===== config.mk =====
export PLATFORM = sky130hd
export DESIGN_NAME = regset_burst_writer
export DESIGN_NICKNAME = d
export VERILOG_FILES = /design/src/rtl/rsw_pkg.sv /design/src/rtl/rsw_addr_walker.sv /design/src/rtl/rsw_len_gate.sv /design/src/rtl/regset_burst_writer.sv
export SDC_FILE = /design/constraint.sdc
export NUM_CORES = 1
export LEC_CHECK = 0
export ABC_AREA = 1
export BUFFER_PORTS_ARGS = -buffer_cell sky130_fd_sc_hd__buf_2
export CORE_MARGIN = 5
export CORE_UTILIZATION = 45
export CTS_BUF_LIST = sky130_fd_sc_hd__clkbuf_8
export DETAILED_ROUTE_END_ITERATION = 10
export GPL_TIMING_DRIVEN = 0
export PLACE_DENSITY = 0.73
export SLEW_MARGIN = 20
export SYNTH_ARGS = -nofsm -noshare
export SYNTH_HDL_FRONTEND = slang
export SYNTH_SLANG_ARGS = --single-unit

===== constraint.sdc =====
create_clock -name clk -period 5.6 [get_ports clk]
set_clock_uncertainty 0.2 [all_clocks]
set_input_delay 0.56 -clock clk [delete_from_list [all_inputs] [get_ports clk]]
set_output_delay 0.56 -clock clk [all_outputs]
set_load 0.01 [all_outputs]

===== src/rtl/rsw_pkg.sv =====
package rsw_pkg;

  typedef enum logic [2:0] {
    ST_IDLE  = 3'd0,
    ST_FETCH = 3'd1,
    ST_ADDR  = 3'd2,
    ST_DATA  = 3'd3,
    ST_DRAIN = 3'd4
  } rsw_state_e;

  // First address at or above lo that is not a page-select register.
  function automatic int first_kept(input int lo, input int stride);
    return ((lo % stride) == 0) ? lo + 1 : lo;
  endfunction

endpackage


===== src/rtl/rsw_addr_walker.sv =====
module rsw_addr_walker #(
  parameter int WIN_LO      = 16,
  parameter int WIN_HI      = 63,
  parameter int BANK_STRIDE = 8,
  parameter int AW          = 7
) (
  input  logic          clk,
  input  logic          rst,
  input  logic          init_i,
  input  logic          step_i,
  output logic [AW-1:0] addr_o,
  output logic          last_o
);
  import rsw_pkg::*;

  localparam int FIRST = first_kept(WIN_LO, BANK_STRIDE);
  localparam bit POW2  = (BANK_STRIDE & (BANK_STRIDE - 1)) == 0;

  logic [AW-1:0] addr_q;
  logic [AW-1:0] cand;
  logic [AW-1:0] nxt;
  logic          cand_bank;

  assign cand = addr_q + AW'(1);

  generate
    if (POW2) begin : g_mask
      localparam int SB = (BANK_STRIDE > 1) ? $clog2(BANK_STRIDE) : 1;
      assign cand_bank = (cand[SB-1:0] == '0);
    end else begin : g_mod
      assign cand_bank = ((int'(cand) % BANK_STRIDE) == 0);
    end
  endgenerate

  assign nxt = cand_bank ? cand + AW'(1) : cand;

  always_ff @(posedge clk) begin
    if (rst || init_i) begin
      addr_q <= AW'(FIRST);
    end else if (step_i) begin
      addr_q <= nxt;
    end
  end

  assign addr_o = addr_q;
  assign last_o = (int'(nxt) > WIN_HI);

  // the walker never rests on a page register or outside the window
  a_r2_addr_in_window: assert property (@(posedge clk) disable iff (rst)
    (int'(addr_q) >= WIN_LO) && (int'(addr_q) <= WIN_HI) &&
    ((int'(addr_q) % BANK_STRIDE) != 0));

endmodule


===== src/rtl/rsw_len_gate.sv =====
module rsw_len_gate #(
  parameter int LEN_W   = 8,
  parameter int MAX_LEN = 47
) (
  input  logic             clk,
  input  logic             rst,
  input  logic             req_i,
  input  logic [LEN_W-1:0] len_i,
  output logic             ok_o,
  output logic             err_o
);
  logic err_q;

  assign ok_o = ({{(32-LEN_W){1'b0}}, len_i} <= 32'(MAX_LEN));

  always_ff @(posedge clk) begin
    if (rst) begin
      err_q <= 1'b0;
    end else if (req_i) begin
      err_q <= !ok_o;
    end
  end

  assign err_o = err_q;

endmodule


===== src/rtl/regset_burst_writer.sv =====
module regset_burst_writer
  import rsw_pkg::*;
#(
  parameter int DATA_W      = 8,
  parameter int LEN_W       = 8,
  parameter int WIN_LO      = 16,
  parameter int WIN_HI      = 63,
  parameter int BANK_STRIDE = 8,
  parameter int IDX_W       = $clog2(WIN_HI - WIN_LO + 1)
) (
  input  logic              clk,
  input  logic              rst,
  input  logic              start_i,
  input  logic [LEN_W-1:0]  len_i,
  output logic              busy_o,
  output logic              done_o,
  output logic              err_o,
  output logic              val_rd_o,
  output logic [IDX_W-1:0]  val_idx_o,
  input  logic [DATA_W-1:0] val_data_i,
  output logic              tx_valid_o,
  output logic [DATA_W-1:0] tx_data_o,
  input  logic              tx_ready_i,
  input  logic              eng_idle_i,
  output logic              cs_o
);
  localparam int WIN_N   = WIN_HI - WIN_LO + 1;
  localparam int AW      = $clog2(WIN_HI + 3);
  localparam int MAX_LEN = WIN_HI - WIN_LO;

  rsw_state_e        state_q;
  logic              cs_q;
  logic              done_q;
  logic              rd_d;
  logic [DATA_W-1:0] data_q;
  logic [AW-1:0]     addr;
  logic              last;
  logic              len_ok;
  logic              take_req;
  logic              init_walk;
  logic              step_walk;
  logic              hs;
  logic [DATA_W-1:0] addr_byte;

  assign take_req  = (state_q == ST_IDLE) && start_i;
  assign hs        = tx_valid_o && tx_ready_i;
  assign init_walk = take_req && len_ok;
  assign step_walk = (state_q == ST_DATA) && hs && !last;

  rsw_len_gate #(
    .LEN_W  (LEN_W),
    .MAX_LEN(MAX_LEN)
  ) u_len (
    .clk  (clk),
    .rst  (rst),
    .req_i(take_req),
    .len_i(len_i),
    .ok_o (len_ok),
    .err_o(err_o)
  );

  rsw_addr_walker #(
    .WIN_LO     (WIN_LO),
    .WIN_HI     (WIN_HI),
    .BANK_STRIDE(BANK_STRIDE),
    .AW         (AW)
  ) u_walk (
    .clk   (clk),
    .rst   (rst),
    .init_i(init_walk),
    .step_i(step_walk),
    .addr_o(addr),
    .last_o(last)
  );

  // Write-format address byte: top bit clear, address shifted up one.
  assign addr_byte = (DATA_W'(addr) << 1) & ~(DATA_W'(1) << (DATA_W - 1));

  always_ff @(posedge clk) begin
    if (rst) begin
      state_q <= ST_IDLE;
      cs_q    <= 1'b0;
      done_q  <= 1'b0;
    end else begin
      done_q <= 1'b0;
      unique case (state_q)
        ST_IDLE: begin
          if (start_i) begin
            if (len_ok) begin
              state_q <= ST_FETCH;
              cs_q    <= 1'b1;
            end else begin
              done_q  <= 1'b1;
            end
          end
        end
        ST_FETCH: state_q <= ST_ADDR;
        ST_ADDR: begin
          if (tx_ready_i) state_q <= ST_DATA;
        end
        ST_DATA: begin
          if (tx_ready_i) state_q <= last ? ST_DRAIN : ST_FETCH;
        end
        ST_DRAIN: begin
          if (eng_idle_i) begin
            state_q <= ST_IDLE;
            cs_q    <= 1'b0;
            done_q  <= 1'b1;
          end
        end
        default: state_q <= ST_IDLE;
      endcase
    end
  end

  // Array read: data appears one cycle after the strobe; captured then.
  always_ff @(posedge clk) begin
    if (rst) begin
      rd_d   <= 1'b0;
      data_q <= '0;
    end else begin
      rd_d <= (state_q == ST_FETCH);
      if (rd_d) data_q <= val_data_i;
    end
  end

  assign val_rd_o   = (state_q == ST_FETCH);
  assign val_idx_o  = IDX_W'(int'(addr) - WIN_LO);
  assign tx_valid_o = (state_q == ST_ADDR) || (state_q == ST_DATA);
  assign tx_data_o  = (state_q == ST_ADDR) ? addr_byte : data_q;
  assign busy_o     = (state_q != ST_IDLE);
  assign done_o     = done_q;
  assign cs_o       = cs_q;

  // an offered byte is held until taken
  a_r8_hold_byte: assert property (@(posedge clk) disable iff (rst)
    tx_valid_o && !tx_ready_i |=> tx_valid_o && $stable(tx_data_o));

  // bytes only go out under chip-select
  a_r7_valid_under_cs: assert property (@(posedge clk) disable iff (rst)
    tx_valid_o |-> cs_o);

  // done is a single-cycle pulse
  a_r9_done_pulse: assert property (@(posedge clk) disable iff (rst)
    done_o |=> !done_o);

  // a refused request never drives chip-select
  a_r5_err_no_cs: assert property (@(posedge clk) disable iff (rst)
    err_o |-> !cs_o);

  // reads stay inside the value array
  a_r4_read_in_range: assert property (@(posedge clk) disable iff (rst)
    val_rd_o |-> (int'(val_idx_o) < WIN_N));

  // while a transfer runs the error flag stays clear
  a_r11_busy_no_err: assert property (@(posedge clk) disable iff (rst)
    busy_o |-> !err_o);

endmodule


# Yosys cells after proc, flatten, opt, wreduce, memory -nomap -nowiden
# Cells that the tools add are included.
# W data, S select, Z words.
[totals] register_bits=22 latchBits=0 ram_bits=0 rom_bits=0 input_bits=21 out_inout_bits=20 wordCells=53 memories=0
[classes] n_addsub=3 multipliers=0 n_div=0 order_cmp=2 eq_ne=9 shift=0 muxes=17 bitwise_logic=0 reduce_logical=15
[ops] op="$mux W3" n=6
[ops] op="$pmux W3 S5" n=1
[ops] op="$add A7 B1 Y7 const B" n=2
[ops] op="$ne A2 B2 Y1 const B" n=5
[ops] op="$le A8 B6 Y1 const B" n=1
[ops] op="$mux W8" n=1
[ops] op="$gt A7 B6 Y1 const B" n=1
[ops] op="$mux W7" n=1
[ops] op="$eq A3 B2 Y1 const B" n=2
[ops] op="$logic_not A3 Y1" n=2
[ops] op="$mux W1" n=6
[ops] op="$sub A6 B5 Y6 const B" n=1
[ops] op="$logic_and A1 B1 Y1" n=5
[ops] op="$reduce_and A5 Y1" n=1
[ops] op="$pmux W1 S2" n=2
[ops] op="$reduce_and A4 Y1" n=1
[ops] op="$eq A3 B1 Y1 const B" n=1
[ops] op="$eq A3 B3 Y1 const B" n=1
[ops] op="$reduce_bool A3 Y1" n=1
[ops] op="$logic_not A1 Y1" n=2
[ops] op="$logic_or A1 B1 Y1" n=2
[ops] op="$reduce_bool A2 Y1" n=1

# Depth between registers and ports, before layout
[depth] word_depth=7 depth_mapped=16 depth_no_buf=16

# Cells and area by module
# A second synthesis with hierarchy kept.
[hier_totals] hier_cells=188 hier_area_um2=1246.2
[modules_own_cells] mod="regset_burst_writer" n_inst=1 cells_each=102 area_each_um2=724.4 seq_area_each_um2=280.3
[modules_own_cells] mod="rsw_addr_walker" n_inst=1 cells_each=76 area_each_um2=464.2 seq_area_each_um2=140.1
[modules_own_cells] mod="rsw_len_gate" n_inst=1 cells_each=10 area_each_um2=57.6 seq_area_each_um2=20.0

# Worst setup path before layout
# Ideal clock, no wire load.
[synth_timing] path_kind="reg2reg" startpoint="reg u_walk.addr_q[0] (netlist: u_walk.addr_o[0])" endpoint="reg u_walk.addr_q[1] (netlist: u_walk.addr_o[1])" setup_ns=0.114 t_arrival_ns=1.938 required_ns=5.286 path_slack_ns=3.348 stages_incl_launch_ff=16 n_path_buf=0 period_less_slack_ns=2.252 path_cell_list="dfxtp_1 > ha_1 > ha_1 > inv_1 > nor2_1 > nand3_2 > nor2_1 > nand2_1 > nand2_1 > nand2_1 > inv_2 > nand2_4 > inv_6 > nand2_8 > nor2_1 > nor2_2"
[synth_between] elab_chain_len=6 word_cells_on_any_way=7 cone_classes="add/sub: 2; order compare: 1; mux: 1; reduce/logical: 3"
[synth_rtl] element="start: declaration" line="rsw_addr_walker.sv:19" source="logic [AW-1:0] addr_q;"
[synth_rtl] element="start signal: assignment" line="rsw_addr_walker.sv:39" source="addr_q <= AW'(FIRST);"
[synth_rtl] element="start signal: assignment" line="rsw_addr_walker.sv:41" source="addr_q <= nxt;"
[synth_rtl] element="$add A7 B1 Y7 *" line="rsw_addr_walker.sv:24" source="assign cand = addr_q + AW'(1);"
[synth_rtl] element="$add A7 B1 Y7 / $logic_not A3 Y1 (equally long branches)" line="rsw_addr_walker.sv:35, rsw_addr_walker.sv:29"
[synth_rtl] element="$mux W7 *" line="rsw_addr_walker.sv:35" source="assign nxt = cand_bank ? cand + AW'(1) : cand;"
[synth_rtl] element="$gt A7 B6 Y1" line="rsw_addr_walker.sv:46" source="assign last_o = (int'(nxt) > WIN_HI);"
[synth_rtl] element="$logic_not A1 Y1" line="regset_burst_writer.sv:48" source="assign step_walk = (state_q == ST_DATA) && hs && !last;"
[synth_rtl] element="$logic_and A1 B1 Y1" line="regset_burst_writer.sv:48"
# Every way passes the cells marked *; elsewhere a longest branch is shown, timed or not.
# A chain may end at the register's enable or synchronous reset.

# Worst setup path after layout
[layout_timing] startpoint="reg u_walk.addr_q[1] (netlist: u_walk.addr_o[1])" endpoint="reg u_walk.addr_q[1] (netlist: u_walk.addr_o[1])"
# Same word-level chain as after synthesis.

==> flow_summary.json <==
{
  "grt_usage_pct": 15.32,
  "tritoncts": "yes",
  "nets": 279,
  "antenna_found_initial": 0,
  "path_cells": "ha_1 > ha_1 > nand2_1 > nor2_1 > nand3_2 > nor2_1 > nand2_1 > nand2_1 > nand2_1 > inv_2 > nand2_4 > inv_6 > nand2_8 > nor2_1 > nor2_2",
  "utilization_pct": 56.75,
  "rsz0062_at_grt": "false",
  "worst_path_largest_cell_delay_ns": 0.51,
  "synth_fa_ha_area_share_pct": 4.281,
  "antennaDiodeCount": 0,
  "grt_pass1_vias": 1276,
  "hold_viol_final": 0,
  "cpMaxStageDelayCell": "dfxtp_1",
  "period_share_pct": 45.05,
  "leakagePower_nw": 0.8501,
  "synth_compound_area_share_pct": 9.247,
  "tns_ns": 0,
  "via_per_inst": 4.750,
  "required_ns": 5.56,
  "synth_top_family_by_area": "simple AND/OR/NAND/NOR gates",
  "die_w_um": 66.99,
  "wl_mm": 3.026,
  "cts-resized-gates": 0,
  "grt_pass1_wl_mm": 5.388,
  "grt-ovfl-total": 0,
  "drive_above_1_share_pct": 29.76,
  "avgSynthCellArea_um2": 6.861,
  "port_buffers": 35,
  "crit_arrival_ns": 2.48,
  "tightest_slew_ns": 0.5751,
  "htreeDepth": 1,
  "rrSetupSlack_ns": 3.08,
  "syn_nets": 239,
  "yosys-mux-area-fraction_pct": 0,
  "die_y_um": 66.99,
  "num-fill-cells": 322,
  "ys_seq_area_share_pct": 30.14,
  "hold_path.class": "register to register",
  "ys_warn_count": 0,
  "wl_per_cell_um": 10.22,
  "cts_sinks": 22,
  "die_area_mm2": 0.004487,
  "cts_post_setup_buffers_inserted": 0,
  "criticalPathCategory": "register to register",
  "vias": 1406,
  "io_pins": 41,
  "multi_input_area_um2": 879.6,
  "rows": 20,
  "gp_congestion": 0.8140,
  "final_common_cell": "nand2_1",
  "cts_hold_buf": 0,
  "yosysUniqueCellTypes": 31,
  "power_mw": 0.2984,
  "status": "finished, final reports clean",
  "fmax_mhz": 396.4,
  "startpoint_type": "register",
  "drtPass1Iterations": 4,
  "grt_max_degree": 13,
  "power.density_mw_per_mm2": 170.8,
  "ys_seq_elements": 22,
  "final-max-slew-violation-count": 0,
  "remaining_drc_errors": 0,
  "initialDrtViolationCount": 71,
  "dp.final_hpwl_mm": 2.441,
  "final_cell_mix": "nand2_1 (46), buf_2 (36), nor2_1 (26)",
  "end_kind": "register",
  "drv_cap": 0,
  "ir_drop_uv": 124.7,
  "syn_to_final_growth_pct": 19.52,
  "syn_area_mm2": 0.001461,
  "ant_nets": 0,
  "area.sequential_um2": 440.4,
  "fp.coreArea_mm2": 0.003078,
  "cp_max_fo": 9,
  "synth_xor_area_share_pct": 1.199,
  "cts_max_path_buffers": 2,
  "cts_made_buffers": 3,
  "clk_pin_slew_worst_paths_ns": 0.07,
  "min_period_ns": 2.523,
  "cp_common_cell": "nand2_1",
  "yosys.area_share.simple_pct": 45.46,
  "cts_root_buffer": "clkbuf_8",
  "fin_hold_ws_ns": 0.2584,
  "relSlewSlack_pct": 61.37,
  "syn_inst": 213,
  "clk_latency_ns": 0.26,
  "start_util_pct": 47.48,
  "setup_viol": 0
}
-- cells in the mapped netlist --
cell type   n  area, um^2
nand2_1    46       172.7
nor2_1     26       97.59
dfxtp_1    22       440.4
inv_1      20       75.07
nand3_1    15       75.07
o21ai_0    15       75.07
nand2_2     9       56.30
a21oi_1     8       40.04
nand4_1     7       43.79
nor2_2      7       43.79
ha_1        5       62.56
buf_4       4       30.03
inv_2       3       11.26
nand3_2     3       30.03
nor3_1      3       15.01
clkbuf_1    2       7.510
nand2_4     2       22.52
nand3b_1    2       15.01
nor2_4      2       22.52
a211o_1     1       8.760
a21boi_2    1       11.26
and3_1      1       6.260
buf_2       1       5.000
clkinv_1    1       3.750
inv_6       1       8.760
nand2_8     1       20.02
nor3_4      1       16.27
nor4_1      1       6.260
nor4_4      1       21.27
xnor2_1     1       8.760
xor2_1      1       8.760
-- final cells by class --
class / count / area share [%]
multi-input cells: 159 / 50.36
plain buffers: 7 / 2.436
repair buffers: 35 / 10.03
well taps: 44 / 3.152
inverters: 25 / 5.659
flip-flops and latches: 22 / 25.21
clock buffers: 4 / 3.152
-- flip-flops by register name (all words and copies together) (netlist names) --
register and count:
u_len.err_o 1, done_o 1, data_q 8, state_q 3, rd_d 1, cs_o 1
u_walk.addr_o 7
-- path summary, 6_finish.rpt --
path                         start               end  cells after the start
hold / removal           data_q[0]         data_q[0]                      2
hold reg to reg          data_q[0]         data_q[0]                      2
setup reg to reg  u_walk.addr_o[1]  u_walk.addr_o[1]                     15
setup / recovery  u_walk.addr_o[1]  u_walk.addr_o[1]                     15
-- layer usage --
layer	GRT usage [%]	vias to the layer above	share of wire, %
met4	5.316	0	1.2
li1	-	768	-
met2	25.12	33	44
met1	19.92	601	48
met5	0	-	0
met3	2.867	4	6.1
-- power by group --
part | switching, mW | internal [mW]
sequential | 0.00157 | 0.160
clock | 0.0491 | 0.0626
combinational | 0.0144 | 0.0110
total | 0.0651 | 0.233
-- metrics by stage --
stage                     instance area [um^2]  instances  setup WS (ns)
after floorplan                           1461        213          3.348
after global placement                    1692        292          3.116
after detailed placement                  1692        292          3.089
after CTS                                 1747        296          3.066
after global routing                      1747        296          2.758
final                                     1747        296          3.077
-- worst max-delay path, delay by kind of cell, from the launching register on --
kind          cells  cell delay, ns
simple gates     11            1.05
flops             1            0.51
fa+ha+maj         2            0.51
buf+inv           2            0.15
-- cells by family after synthesis --
kind of cell	Yosys count
buffers and inverters	32
AO/OA/AOI/OAI	25
flip-flops	22
adder cells (fa/ha/maj)	5
XOR/XNOR	2
AND/OR/NAND/NOR	127
Power figures use the tool's default switching activity.
